$ cat src/rtl/tlb_pkg.sv
`timescale 1ns/1ps
package tlb_pkg;

    typedef enum logic [1:0] {
        FENCE_ALL       = 2'd0,
        FENCE_ASID      = 2'd1,
        FENCE_PAGE      = 2'd2,
        FENCE_PAGE_ASID = 2'd3
    } fence_kind_e;

    function automatic fence_kind_e fence_decode(input logic use_va, input logic use_asid);
        if (use_va)
            return use_asid ? FENCE_PAGE_ASID : FENCE_PAGE;
        return use_asid ? FENCE_ASID : FENCE_ALL;
    endfunction

endpackage

$ cat src/rtl/tlb_fence.sv
`timescale 1ns/1ps
module tlb_fence
    import tlb_pkg::*;
#(
    parameter int ENTRIES = 8,
    parameter int VPN_W   = 20,
    parameter int ASID_W  = 9
) (
    input  logic                              fence_valid,
    input  logic                              use_va,
    input  logic [VPN_W-1:0]                  tgt_vpn,
    input  logic                              use_asid,
    input  logic [ASID_W-1:0]                 tgt_asid,
    input  logic [ENTRIES-1:0]                ent_glob,
    input  logic [ENTRIES-1:0][VPN_W-1:0]     ent_vpn,
    input  logic [ENTRIES-1:0][ASID_W-1:0]    ent_asid,
    output logic [ENTRIES-1:0]                kill
);
    fence_kind_e kind;
    assign kind = fence_decode(use_va, use_asid);

    for (genvar i = 0; i < ENTRIES; i++) begin : g_kill
        logic page_eq, asid_eq;
        assign page_eq = (ent_vpn[i] == tgt_vpn);
        assign asid_eq = !ent_glob[i] && (ent_asid[i] == tgt_asid);
        always_comb begin
            unique case (kind)
                FENCE_ALL:       kill[i] = fence_valid;
                FENCE_ASID:      kill[i] = fence_valid && asid_eq;
                FENCE_PAGE:      kill[i] = fence_valid && page_eq;
                FENCE_PAGE_ASID: kill[i] = fence_valid && asid_eq && page_eq;
                default:         kill[i] = 1'b0;
            endcase
        end
    end
endmodule

$ cat src/rtl/tlb_lookup.sv
`timescale 1ns/1ps
module tlb_lookup #(
    parameter int ENTRIES = 8,
    parameter int VPN_W   = 20,
    parameter int ASID_W  = 9,
    localparam int IDX_W  = (ENTRIES > 1) ? $clog2(ENTRIES) : 1
) (
    input  logic [ENTRIES-1:0]                ent_valid,
    input  logic [ENTRIES-1:0]                ent_glob,
    input  logic [ENTRIES-1:0][VPN_W-1:0]     ent_vpn,
    input  logic [ENTRIES-1:0][ASID_W-1:0]    ent_asid,
    input  logic [VPN_W-1:0]                  key_vpn,
    input  logic [ASID_W-1:0]                 key_asid,
    input  logic                              key_glob,
    input  logic                              exact,
    output logic                              hit,
    output logic [IDX_W-1:0]                  idx
);
    logic [ENTRIES-1:0] match;

    for (genvar i = 0; i < ENTRIES; i++) begin : g_match
        logic tag_ok;
        always_comb begin
            if (exact)
                tag_ok = (ent_glob[i] == key_glob) && (key_glob || ent_asid[i] == key_asid);
            else
                tag_ok = ent_glob[i] || (ent_asid[i] == key_asid);
        end
        assign match[i] = ent_valid[i] && (ent_vpn[i] == key_vpn) && tag_ok;
    end

    always_comb begin
        idx = '0;
        for (int i = ENTRIES - 1; i >= 0; i--)
            if (match[i]) idx = IDX_W'(i);
    end
    assign hit = |match;
endmodule

$ cat src/rtl/tlb_alloc.sv
`timescale 1ns/1ps
module tlb_alloc #(
    parameter int ENTRIES = 8,
    localparam int IDX_W  = (ENTRIES > 1) ? $clog2(ENTRIES) : 1
) (
    input  logic                 clk,
    input  logic                 rst,
    input  logic [ENTRIES-1:0]   kept,
    input  logic                 fill_ok,
    input  logic                 dup_hit,
    input  logic [IDX_W-1:0]     dup_idx,
    output logic [IDX_W-1:0]     victim
);
    localparam logic [IDX_W-1:0] LAST = IDX_W'(ENTRIES - 1);

    logic [IDX_W-1:0] rr_q, free_idx;
    logic             any_free;

    always_comb begin
        free_idx = '0;
        for (int i = ENTRIES - 1; i >= 0; i--)
            if (!kept[i]) free_idx = IDX_W'(i);
    end
    assign any_free = |(~kept);

    always_comb begin
        if (dup_hit)       victim = dup_idx;
        else if (any_free) victim = free_idx;
        else               victim = rr_q;
    end

    always_ff @(posedge clk) begin
        if (rst)
            rr_q <= '0;
        else if (fill_ok && !dup_hit && !any_free)
            rr_q <= (rr_q == LAST) ? '0 : rr_q + 1'b1;
    end


    rr_step_chk: assert property (@(posedge clk) disable iff (rst)
        (rr_q != $past(rr_q)) |-> (rr_q == (($past(rr_q) == LAST) ? '0 : $past(rr_q) + 1'b1)));


    rr_hold_chk: assert property (@(posedge clk) disable iff (rst)
        !fill_ok |=> $stable(rr_q));
endmodule

$ cat src/rtl/asid_tlb.sv
`timescale 1ns/1ps
module asid_tlb
    import tlb_pkg::*;
#(
    parameter int ENTRIES = 8,
    parameter int VPN_W   = 20,
    parameter int PPN_W   = 20,
    parameter int ASID_W  = 9,
    parameter int PERM_W  = 4
) (
    input  logic              clk,
    input  logic              rst,
    input  logic [ASID_W-1:0] cur_asid,
    input  logic              lk_valid,
    input  logic [VPN_W-1:0]  lk_vpn,
    input  logic              lk_retire,
    output logic              rsp_valid,
    output logic              rsp_hit,
    output logic [PPN_W-1:0]  rsp_ppn,
    output logic [PERM_W-1:0] rsp_perm,
    output logic              rsp_fault,
    input  logic              fill_valid,
    input  logic [VPN_W-1:0]  fill_vpn,
    input  logic [ASID_W-1:0] fill_asid,
    input  logic              fill_global,
    input  logic [PPN_W-1:0]  fill_ppn,
    input  logic [PERM_W-1:0] fill_perm,
    input  logic              fence_valid,
    input  logic              fence_use_va,
    input  logic [VPN_W-1:0]  fence_vpn,
    input  logic              fence_use_asid,
    input  logic [ASID_W-1:0] fence_asid
);
    localparam int IDX_W = (ENTRIES > 1) ? $clog2(ENTRIES) : 1;

    typedef struct packed {
        logic              glob;
        logic [ASID_W-1:0] asid;
        logic [VPN_W-1:0]  vpn;
        logic [PPN_W-1:0]  ppn;
        logic [PERM_W-1:0] perm;
    } tlb_entry_t;

    tlb_entry_t                      ent_q [ENTRIES];
    logic [ENTRIES-1:0]              valid_q, valid_d, kill, kept, glob_vec;
    logic [ENTRIES-1:0][VPN_W-1:0]   vpn_vec;
    logic [ENTRIES-1:0][ASID_W-1:0]  asid_vec;
    logic                            lk_hit, dup_hit, fill_ok;
    logic [IDX_W-1:0]                lk_idx, dup_idx, victim;

    always_comb begin
        for (int i = 0; i < ENTRIES; i++) begin
            glob_vec[i] = ent_q[i].glob;
            vpn_vec[i]  = ent_q[i].vpn;
            asid_vec[i] = ent_q[i].asid;
        end
    end

    tlb_fence #(.ENTRIES(ENTRIES), .VPN_W(VPN_W), .ASID_W(ASID_W)) u_fence (
        .fence_valid(fence_valid), .use_va(fence_use_va), .tgt_vpn(fence_vpn),
        .use_asid(fence_use_asid), .tgt_asid(fence_asid),
        .ent_glob(glob_vec), .ent_vpn(vpn_vec), .ent_asid(asid_vec), .kill(kill)
    );

    assign kept = valid_q & ~kill;

    tlb_lookup #(.ENTRIES(ENTRIES), .VPN_W(VPN_W), .ASID_W(ASID_W)) u_lk (
        .ent_valid(valid_q), .ent_glob(glob_vec), .ent_vpn(vpn_vec), .ent_asid(asid_vec),
        .key_vpn(lk_vpn), .key_asid(cur_asid), .key_glob(1'b0), .exact(1'b0),
        .hit(lk_hit), .idx(lk_idx)
    );

    tlb_lookup #(.ENTRIES(ENTRIES), .VPN_W(VPN_W), .ASID_W(ASID_W)) u_dup (
        .ent_valid(kept), .ent_glob(glob_vec), .ent_vpn(vpn_vec), .ent_asid(asid_vec),
        .key_vpn(fill_vpn), .key_asid(fill_asid), .key_glob(fill_global), .exact(1'b1),
        .hit(dup_hit), .idx(dup_idx)
    );

    assign fill_ok = fill_valid && (fill_global || fill_asid == cur_asid);

    tlb_alloc #(.ENTRIES(ENTRIES)) u_alloc (
        .clk(clk), .rst(rst), .kept(kept), .fill_ok(fill_ok),
        .dup_hit(dup_hit), .dup_idx(dup_idx), .victim(victim)
    );

    always_comb begin
        valid_d = kept;
        if (fill_ok) valid_d[victim] = 1'b1;
    end

    always_ff @(posedge clk) begin
        if (rst) begin
            valid_q   <= '0;
            rsp_valid <= 1'b0;
            rsp_hit   <= 1'b0;
            rsp_ppn   <= '0;
            rsp_perm  <= '0;
            rsp_fault <= 1'b0;
        end else begin
            valid_q <= valid_d;
            if (fill_ok)
                ent_q[victim] <= '{glob: fill_global, asid: fill_asid, vpn: fill_vpn,
                                   ppn: fill_ppn, perm: fill_perm};
            rsp_valid <= lk_valid;
            rsp_hit   <= lk_valid && lk_hit;
            rsp_ppn   <= (lk_valid && lk_hit) ? ent_q[lk_idx].ppn  : '0;
            rsp_perm  <= (lk_valid && lk_hit) ? ent_q[lk_idx].perm : '0;
            rsp_fault <= lk_valid && lk_retire && !lk_hit;
        end
    end


    drop_foreign_fill_chk: assert property (@(posedge clk) disable iff (rst)
        (fill_valid && !fill_global && fill_asid != cur_asid && !fence_valid)
        |=> (valid_q == $past(valid_q)));


    idle_keeps_entries_chk: assert property (@(posedge clk) disable iff (rst)
        (!fill_valid && !fence_valid) |=> (valid_q == $past(valid_q)));


    fence_all_chk: assert property (@(posedge clk) disable iff (rst)
        (fence_valid && !fence_use_va && !fence_use_asid && !fill_valid) |=> (valid_q == '0));


    fence_asid_keeps_global_chk: assert property (@(posedge clk) disable iff (rst)
        (fence_valid && fence_use_asid && !fence_use_va && !fill_valid)
        |=> ((valid_q & glob_vec) == $past(valid_q & glob_vec)));


    rsp_follows_req_chk: assert property (@(posedge clk) disable iff (rst)
        lk_valid |=> rsp_valid);


    rsp_quiet_chk: assert property (@(posedge clk) disable iff (rst)
        !lk_valid |=> (!rsp_valid && !rsp_hit && !rsp_fault));


    fault_only_on_miss_chk: assert property (@(posedge clk) disable iff (rst)
        rsp_fault |-> (rsp_valid && !rsp_hit));
endmodule

$ cat config.mk
export PLATFORM = sky130hd
export DESIGN_NAME = asid_tlb
export DESIGN_NICKNAME = d
export VERILOG_FILES = /design/src/rtl/tlb_pkg.sv /design/src/rtl/tlb_fence.sv /design/src/rtl/tlb_lookup.sv /design/src/rtl/tlb_alloc.sv /design/src/rtl/asid_tlb.sv
export SDC_FILE = /design/constraint.sdc
export NUM_CORES = 1
export LEC_CHECK = 0
export BUFFER_PORTS_ARGS = -buffer_cell sky130_fd_sc_hd__buf_4
export CORE_MARGIN = 8
export CORE_UTILIZATION = 39
export CTS_BUF_LIST = sky130_fd_sc_hd__clkbuf_4 sky130_fd_sc_hd__clkbuf_8
export DETAILED_ROUTE_END_ITERATION = 8
export PLACE_DENSITY = 0.55
export SYNTH_ARGS = -nofsm -noshare
export SYNTH_HDL_FRONTEND = slang
export SYNTH_SLANG_ARGS = --single-unit
export TNS_END_PERCENT = 5
$ cat constraint.sdc
create_clock -name clk -period 6.1 [get_ports clk]
set_input_delay 1.22 -clock clk [delete_from_list [all_inputs] [get_ports clk]]
set_output_delay 1.22 -clock clk [all_outputs]
set_load 0.02 [all_outputs]
---- Yosys cells after proc, flatten, opt, wreduce, memory -nomap -nowiden ----
Memories as Yosys holds them, arrays and structs flattened. A register that Yosys moved wholly into a read port is not among the register bits.
Index checks and enable logic that the tools add are counted.
cells by class
  $add $sub $neg .......................... 1
  order comparisons ....................... 2
  equal/unequal tests ..................... 61
  muxes and demuxes ....................... 46
  bitwise operators ....................... 5
  reduce and logical (&&, ||, !) cells .... 112
operators by type and width
  cell                                                                   count
  20-bit == test                                                         24
  9-bit == test                                                          25
  3-bit two-way mux                                                      27
  1-bit logical AND                                                      79
  1-bit case mux with 4 select lines                                     8
  8-bit OR reduction                                                     3
  1-bit logical OR                                                       17
  8-bit NOT                                                              2
  1-bit logical NOT                                                      11
  8-bit bitwise AND                                                      1
  1-bit == test                                                          8
  8-bit two-way mux                                                      1
  8-bit bitwise OR                                                       1
  1-bit two-way mux                                                      7
  2-bit == test, second input constant                                   2
  3-bit by 4-bit < comparator with 1-bit output, second input constant   1
  2-bit two-way mux                                                      2
  3-bit by 1-bit adder with 3-bit output, second input constant          1
  1-bit demux with 3-bit select                                          1
  3-bit == test, second input constant                                   1
  3-bit by 1-bit >= comparator with 1-bit output, second input constant  1
  2-bit by 1-bit == test with 1-bit output, second input constant        1
  2-bit logical NOT                                                      1
  2-bit OR reduction                                                     1
  1-bit NOT                                                              1
word-level totals
  register bits after elaboration ......... 14
  RAM bits ................................ 432
  input bits .............................. 120
  output and inout bits ................... 27
  logic and storage cells ................. 233
  memories ................................ 1
memory list
  name   words  width  read ports  clocked after Yosys merged registers in  write ports  RTL line        text
  ent_q  8      54     9           1                                        1            asid_tlb.sv:44  tlb_entry_t ent_q [ENTRIES];

---- Longest topological paths before layout ----
Gate-level depths: netlist of run 1.
An unclocked memory read counts as a cell.
  depth after elaboration ................. 25
  depth in mapped cells ................... 14
  gate-level depth less buffers ........... 10

---- Cells and area by module ----
Synthesis of run 1 repeated with hierarchy kept, for this count alone.
unflattened totals
  cell total of the unflattened synthesis .. 1820
  area total of the unflattened synthesis .. 24893.9 µm²
by module, submodules not included
  module      instances  cells each  area each (µm²)  seq. area each (µm²)
  asid_tlb    1          663         15706.3          13673.1
  tlb_lookup  2          381         2981.6           0.0
  tlb_fence   1          360         2950.3           0.0
  tlb_alloc   1          35          274.0            60.1

---- Least setup slack after synthesis of run 1 ----
OpenSTA, ideal clock, no wires.
  kind .................................... in2reg
  from .................................... input fence_vpn[16]
  to ...................................... memory ent_q[4][0] (netlist bit) (enable)
  library setup time ...................... 0.466 ns
  data arrival time ....................... 5.758 ns
  required time ........................... 5.634 ns
  slack ................................... -0.124 ns
  stages on the path ...................... 11
  buffers on the path ..................... 1
  path through ............................ buf_2 -> xor2_1 -> nor4_1 -> nand3_1 -> o311ai_1 -> a21oi_2 -> or2_2 -> or3_1 -> o221ai_1 -> nand3_1 -> nor2_1
on the way
  cells in the longest elaborated chain, start to end .. 16
  elaborated cells between the ends (all ways) .. 71
  classes of those cells .................. eq/ne: 8; mux: 26; bitwise: 3; reduce/logical: 34
ends and longest elaborated chain
  item                                         RTL line                          text
  start: declaration                           asid_tlb.sv:30                    input logic [VPN_W-1:0] fence_vpn,
  20-bit == test                               tlb_fence.sv:24                   assign page_eq = (ent_vpn[i] == tgt_vpn);
  1-bit logical AND, on equally long branches  tlb_fence.sv:31, tlb_fence.sv:30
  1-bit case mux with 4 select lines           tlb_fence.sv:27                   unique case (kind)
  8-bit NOT (*)                                asid_tlb.sv:65                    assign kept = valid_q & ~kill;
  8-bit bitwise AND (*)                        asid_tlb.sv:65
  1-bit logical AND (2 in a row)               tlb_lookup.sv:29                  assign match[i] = ent_valid[i] && (ent_vpn[i] == key_vpn) && tag_ok;
  3-bit two-way mux (8 in a row)               tlb_lookup.sv:35                  if (match[i]) idx = IDX_W'(i);
  3-bit two-way mux (*)                        tlb_alloc.sv:27                   if (dup_hit) victim = dup_idx;
  end: declaration                             asid_tlb.sv:44
Mark *: on every way between the ends. The rest lies on a longest branch, timed or not.

---- Worst setup path after layout of run 1 ----
  from .................................... input fence_vpn[8]
  to ...................................... memory ent_q[2][18] (netlist bit) (enable)
Same word-level chain as after synthesis.

==> impl_metrics.env, run 1 <==
export IMPL_rsz0062_at_grt="no"
export IMPL_drtIter0Drc=1288
export IMPL_design_core_area_mm2=0.0639
export IMPL_synth_simple_area_share_pct=9.33
export IMPL_route_vias_total=16400
export IMPL_relSlewSlack_pct=29.9
export IMPL_synth_top_family_by_area="XOR/XNOR gates"
export IMPL_initial_core_util_pct=39.1
export IMPL_final_setup_viol_count=0
export IMPL_cts_sinks=470
export IMPL_io_buffer_count=146
export IMPL_io_pins=147
export IMPL_required_ns=6.41
export IMPL_hpwl_um=60300
export IMPL_drive_gt1_share_pct=16.6
export IMPL_wl_per_cell_um=29.5
export IMPL_cts_hold_buf=0
export IMPL_synth_top_cells_by_area="edfxtp_1, xor2_1, xnor2_1, mux2i_1, dfxtp_1"
export IMPL_grt_pass1_wl_um=125000
export IMPL_cts_resized=0
export IMPL_power_mw=7.40
export IMPL_fmax_mhz=207
export IMPL_rows=93
export IMPL_ant_nets=0
export IMPL_ys_types=65
export IMPL_power_internal_mw=5.55
export IMPL_pwr_share_comb_pct=8.9
export IMPL_slowest_delay_ns=0.72
export IMPL_crit_arrival_ns=5.13
export IMPL_syn_cell_area_mm2=0.0250
export IMPL_filler_cell_count=5816
export IMPL_grt_usage_pct=23.7
export IMPL_total_leakage_power_nw=10.1
export IMPL_fp_dieH_um=269
export IMPL_irDropWorstVdd_mv=0.184
export IMPL_worstSetupStartpointType="input port"
export IMPL_ys_ff_latch=470
export IMPL_maxCapViolations=0
export IMPL_drcViolationCount=0
export IMPL_synth_compound_area_share_pct=3.28
export IMPL_synth_avg_cell_area_um2=12.9
export IMPL_power_density_mw_per_mm2=258
export IMPL_ys_flop_type="edfxtp_1"
export IMPL_hold_violations=0
export IMPL_clkPwrFrac_pct=43.0
export IMPL_cpMaxStageDelayCell="nor4_1"
export IMPL_min_period_ns=4.83
export IMPL_syn_nets=2057
export IMPL_slew_violations=0
export IMPL_synth_edf_count=432
export IMPL_root_buffer="clkbuf_8"
export IMPL_dieArea_mm2=0.0724
export IMPL_cts_tree="yes"
export IMPL_clkLatencyLatePin_ns=0.72
export IMPL_tightest_slew_ns=1.05
export IMPL_swShare_pct=25.0
export IMPL_async_flop_share_pct=0
export IMPL_synth_fa_ha_area_share_pct=0.100
export IMPL_finalClockSkew_ns=0.0662
export IMPL_grt_pass1_vias=17300
export IMPL_path_class="in2reg"
export IMPL_cts_buffers=87
export IMPL_crit_path_cell_trace="buf_4 > xor2_1 > nor4_1 > nand3_1 > o311ai_1 > a21oi_1 > nor4_2 > nand2_1 > a221oi_1 > nor2_1 > nor2_4 > buf_4"
export IMPL_critPathCaptureType="register"
export IMPL_viasPerCell=5.46
export IMPL_p_sw_mw=1.85
export IMPL_pwr_share_seq_pct=48.2
export IMPL_antenna_found_initial=4
export IMPL_syn2layout_area_growth_pct=14.8
export IMPL_synthXorXnorAreaFrac_pct=24.7
export IMPL_fin_nets=2201
export IMPL_yosysSeqAreaShare_pct=54.9
export IMPL_cts_max_level=3
export IMPL_grt_max_degree=55
export IMPL_placed_area_mm2=0.0269
export IMPL_syn_inst=1935
export IMPL_finalSetupTns_ns=0
export IMPL_place_congestion=0.960
export IMPL_worstHoldPathType="reg2reg"
export IMPL_crit_path_frequent_cell="buf_4"
export IMPL_muxShareOfSynthArea_pct=5.01
export IMPL_postCtsSetupRepairBufs=0
export IMPL_yosysTopAreaCell="edfxtp_1"
export IMPL_fin_crit_sh_pct=79.2
export IMPL_clk_pin_slew_worst_paths_ns=0.06
export IMPL_yosys_warnings=0
export IMPL_finalInstanceArea_mm2=0.0287
export IMPL_clk_path_buf_depth=3
export IMPL_routed_wirelength_um=88600
export IMPL_crit_fanout=35
export IMPL_grt_overflow_total=0
export IMPL_dr_pass1_iters=5
export IMPL_fp_dieW_um=269
export IMPL_status="finished clean"
export IMPL_r2r_slack_ns=1.50
export IMPL_yosysTopAreaCellShare_pct=51.9
==> area by class of cell <==
cell class              count  area, µm²  share of cell area [%]
well taps                 855       1070                    3.73
clock buffers             120       1470                    5.12
diodes                      4       10.0                  0.0349
inverters                   6       22.5                  0.0785
repair buffers            172       1380                    4.80
multi-input cells        1342      10700                    37.2
flip-flops and latches    470      13700                    47.8
clock inverters            37        335                    1.17
==> sequential cells by signal, summed over array words and instances (netlist names) <==
name          cells
u_alloc.rr_q      3
rsp_ppn          20
rsp_hit           1
rsp_valid         1
ent_q           432
valid_q           8
rsp_perm          4
rsp_fault         1
==> through the flow <==
stage | setup slack [ns] | utilization, % | hold WS [ns] | cells
6_report | 1.27 | 44.9 | 0.535 | 3006
5_1_grt | 1.16 | 44.9 | 0.546 | 3004
4_1_cts | 1.41 | 44.9 | 0.531 | 3002
3_5_place_dp | 0.668 | 42.1 | 0.518 | 2845
3_3_place_gp | 0.732 | 42.1 | 0.505 | 2845
2_1_floorplan | -0.124 | - | 0.466 | 1935
==> kinds of logic after synthesis <==
family	after synthesis
flip-flops	470
XOR/XNOR	705
multiplexers	122
adder cells (fa/ha/maj)	2
AO/OA/AOI/OAI	112
AND/OR/NAND/NOR	401
buffers and inverters	123
==> synth_stat cells (all sizes together) (24+ instances only) <==
cell     instances
xor2           433
edfxtp         432
xnor2          272
nor4           120
mux2i           98
nand4           76
buf             66
clkbuf          51
nor2            46
nor3            40
dfxtp           38
a21oi           35
nand3           33
nand2           31
mux2            24
o2bb2ai         24
==> path summary, 6_finish.rpt <==
kind | start | end | depth (start not counted)
worst max register to register | ent_q[4][32]$_DFFE_PP_ | ent_q[2][18]$_DFFE_PP_ | 11
worst max-delay path | fence_vpn[8] | ent_q[2][18]$_DFFE_PP_ | 12
worst min-delay path | u_alloc.rr_q[0]$_SDFFE_PP0P_ | u_alloc.rr_q[0]$_SDFFE_PP0P_ | 2
worst min register to register | u_alloc.rr_q[0]$_SDFFE_PP0P_ | u_alloc.rr_q[0]$_SDFFE_PP0P_ | 2
==> placed cells by master, fill, tap and decap left out, drive strengths merged, types with 35 or more instances in the layout <==
master	instances
nor3	40
xnor2	272
xor2	433
clkbuf	120
dfxtp	38
mux2i	98
nor4	120
nor2	46
a21oi	35
nand4	76
edfxtp	432
buf	172
==> metal layers <==
metal	up-vias	share of wire (%)	GRT usage, %
li1	7371	-	-
met1	8262	42	29.6
met2	613	48	40.1
met3	178	5.5	4.47
met4	0	4.1	9.58
met5	-	0	0
==> critical path, delay by kind of cell <==
kind            cells  cell delay, ns
simple gates        6            1.85
compound gates      3            1.09
buf+inv             2            0.67
xor+xnor            1            0.19
==> power by group through the flow <==
stage               clock (mW)  combinational, mW  sequential (mW)
finish                    3.18              0.655             3.57
global route              3.40              0.687             3.57
CTS                       3.26              0.650             3.57
detailed placement           0              0.647             3.63
global placement             0              0.647             3.63
floorplan                    0              0.367             3.63
No activity file was read; power rests on OpenSTA's default activity.
==> run 2, diff against run 1 <==
--- a/config.mk
+++ b/config.mk
@@ -5,6 +5,7 @@
 export SDC_FILE = /design/constraint.sdc
 export NUM_CORES = 1
 export LEC_CHECK = 0
+export ABC_AREA = 1
 export BUFFER_PORTS_ARGS = -buffer_cell sky130_fd_sc_hd__buf_4
 export CORE_MARGIN = 8
 export CORE_UTILIZATION = 39
==> constraint.sdc (replaced) <==
create_clock -name clk -period 4.2 [get_ports clk]
set_input_delay 0.84 -clock clk [delete_from_list [all_inputs] [get_ports clk]]
set_output_delay 0.84 -clock clk [all_outputs]
set_load 0.02 [all_outputs]
==> run 2 against run 1 <==
  * Total power increased by 49%
  * Sequential cell count unchanged
  * Setup slack got worse by 0.86 ns
  * Die area increased by 8.7%
  * Critical path depth increased by 4
  * Cell area increased by 13%
  * Register-to-register slack got worse by 1.1 ns
  * Critical path type is now reg2reg
  * Synthesized area increased by 9.2%
  * Synthesized cell count increased by 71%
  * Clock skew decreased by 0.0018 ns
==> impl_metrics.env, run 2 <==
export IMPL_route_vias_total=24000
export IMPL_muxShareOfSynthArea_pct=0
export IMPL_yosysSeqAreaShare_pct=50.3
export IMPL_final_util_pct=46.4
export IMPL_crit_arrival_ns=4.17
export IMPL_syn2layout_area_growth_pct=18.5
export IMPL_largest_register="ent_q"
export IMPL_critPathCaptureType="register"
export IMPL_top_regs="ent_q (432), rsp_ppn (20), valid_q (8)"
export IMPL_design_core_area_mm2=0.0697
export IMPL_final_setup_viol_count=0
export IMPL_cts_hold_buf=0
export IMPL_ys_types=40
export IMPL_io_buffer_count=146
export IMPL_cts_max_level=3
export IMPL_antenna_found_initial=7
export IMPL_drcViolationCount=0
export IMPL_dr_pass1_iters=6
export IMPL_grt_pass1_vias=23200
export IMPL_cp_num_buf_inv=4
export IMPL_synth_fa_ha_area_share_pct=0.0917
export IMPL_syn_cell_area_mm2=0.0273
export IMPL_layout_commonest_cell="nand2_1"
export IMPL_place_congestion=1.11
export IMPL_ys_ff_latch=470
export IMPL_filler_cell_count=7021
export IMPL_cts_resized=0
export IMPL_stdcell_count=4572
export IMPL_synthTopCellsByCount="nand2_1, edfxtp_1, inv_1, nor2_1, nand3_1"
export IMPL_power_density_mw_per_mm2=341
export IMPL_largest_reg_flops=432
export IMPL_total_leakage_power_nw=14.1
export IMPL_clkLatencyLatePin_ns=0.73
export IMPL_wl_per_cell_um=25.9
export IMPL_synth_compound_area_share_pct=4.60
export IMPL_crit_path_cell_trace="inv_1 > nand2_1 > nand3_1 > nor3_1 > nand2_1 > nor2_1 > nand4_1 > nand2_1 > buf_4 > nor2_1 > o21bai_1 > nand2_1 > nor2_1 > nand3_1 > clkinv_2 > buf_12"
export IMPL_fin_crit_sh_pct=90.3
export IMPL_ant_nets=0
export IMPL_slowest_delay_ns=0.49
export IMPL_min_period_ns=3.79
export IMPL_yosysTopAreaCellShare_pct=47.5
export IMPL_status="finished clean"
export IMPL_cpMaxStageDelayCell="edfxtp_1"
export IMPL_worstSetupStartpointType="register"
export IMPL_viasPerCell=5.24
export IMPL_postCtsSetupRepairBufs=0
export IMPL_path_class="reg2reg"
export IMPL_yosys_warnings=0
export IMPL_register_area_mm2=0.0137
export IMPL_rsz0062_at_grt="no"
export IMPL_finalSetupTns_ns=0
export IMPL_fp_dieH_um=281
export IMPL_drtIter0Drc=2788
export IMPL_worstHoldPathType="in2reg"
export IMPL_ys_flop_type="edfxtp_1"
export IMPL_synthMostInstantiatedCell="nand2_1"
export IMPL_fp_dieW_um=281
export IMPL_dp_cells=4412
export IMPL_hold_violations=0
export IMPL_initial_core_util_pct=39.2
export IMPL_async_flop_share_pct=0
export IMPL_grt_pass1_wl_um=168000
export IMPL_synthXorXnorAreaFrac_pct=9.43
export IMPL_dieArea_mm2=0.0787
export IMPL_fmax_mhz=264
export IMPL_layout_common_cells="nand2_1, edfxtp_1, inv_1"
export IMPL_synth_edf_count=432
export IMPL_slew_violations=0
export IMPL_synth_avg_cell_area_um2=8.24
export IMPL_irDropWorstVdd_mv=0.249
export IMPL_grt_usage_pct=29.5
export IMPL_multi_input_area_mm2=0.0113
export IMPL_power_mw=11.0
export IMPL_clk_pin_slew_worst_paths_ns=0.06
export IMPL_relSlewSlack_pct=58.6
export IMPL_crit_path_frequent_cell="nand2_1"
export IMPL_root_buffer="clkbuf_8"
export IMPL_path_delay_family="simple AND/OR/NAND/NOR gates"
export IMPL_routed_wirelength_um=119000
export IMPL_syn_nets=3433
export IMPL_tightest_slew_ns=0.616
export IMPL_cts_tree="yes"
export IMPL_drive_gt1_share_pct=12.9
export IMPL_required_ns=4.58
export IMPL_cts_buffers=83
export IMPL_cts_sinks=470
export IMPL_grt_max_degree=43
export IMPL_io_pins=147
export IMPL_maxCapViolations=0
export IMPL_synth_top_cells_by_area="edfxtp_1, nand2_1, inv_1, nor2_1, xnor2_1"
export IMPL_rows=97
export IMPL_clk_path_buf_depth=3
export IMPL_finalClockSkew_ns=0.0644
export IMPL_grt_overflow_total=0
export IMPL_yosysTopAreaCell="edfxtp_1"
export IMPL_crit_fanout=17
export IMPL_fin_nets=3679
export IMPL_syn_inst=3311
export IMPL_synth_top_family_by_area="simple AND/OR/NAND/NOR gates"
export IMPL_hpwl_um=90700
export IMPL_synth_simple_area_share_pct=27.4
## run 2: cell types whose count changed in the layout (fill, tap and decap cells not counted), moves of 124 or more
cell     delta
nor2_1    +333
xor2_1    -287
nand3_1   +180
nand2_1   +971
xnor2_1   -124
inv_1     +390
## run 2: layout make-up
type | count | area share, %
sequential | 470 | 42.5
multi-input combinational | 2293 | 35.1
timing repair buffer | 294 | 8.02
inverter | 415 | 4.85
clock buffer | 123 | 4.73
tap | 940 | 3.64
clock inverter | 31 | 1.17
antenna | 6 | 0.0464
## run 2: final timing paths
| kind | startpoint | to | slack, ns | depth (start not counted) |
|---|---|---|---|---|
| setup / recovery | ent_q[5][43]$_DFFE_PP_ | ent_q[5][47]$_DFFE_PP_ | 0.41 | 16 |
| hold / removal | fill_perm[2] | ent_q[7][2]$_DFFE_PP_ | 0.36 | 1 |
| setup reg to reg | ent_q[5][43]$_DFFE_PP_ | ent_q[5][47]$_DFFE_PP_ | 0.41 | 16 |
| hold reg to reg | u_alloc.rr_q[2]$_SDFFE_PP0P_ | u_alloc.rr_q[2]$_SDFFE_PP0P_ | 0.53 | 2 |
## run 2: power breakdown
group	internal, mW	switching [mW]	leakage (nW)
clock	2.76	2.11	1.01
sequential	5.13	0.0244	4.20
combinational	0.320	0.682	8.87
## run 2: routing by layer
layer	GRT usage (%)	routed length [µm]	share of wire, %	vias to the layer above
met5	0	42	0.035	-
met4	18.1	8090	6.8	6
met3	5.49	8320	7.0	284
met2	47.1	54100	46	1093
met1	36.9	48000	40	11300
li1	-	-	-	11200
## run 2: cells by family after synthesis
logic type,after synthesis
XOR/XNOR,294
AND/OR/NAND/NOR,1780
buffers and inverters,548
AO/OA/AOI/OAI,217
flip-flops,470
adder cells (fa/ha/maj),2
## run 2: per-stage QoR
| step | hold WS [ns] | setup slack (ns) | cell area (µm²) |
|---|---|---|---|
| floorplan | 0.481 | 0.210 | 27300 |
| global placement | 0.509 | 0.0460 | 30400 |
| detailed placement | 0.523 | 0.0437 | 30400 |
| CTS | 0.294 | 0.443 | 32300 |
| global route | 0.316 | 0.281 | 32300 |
| finish | 0.362 | 0.407 | 32300 |
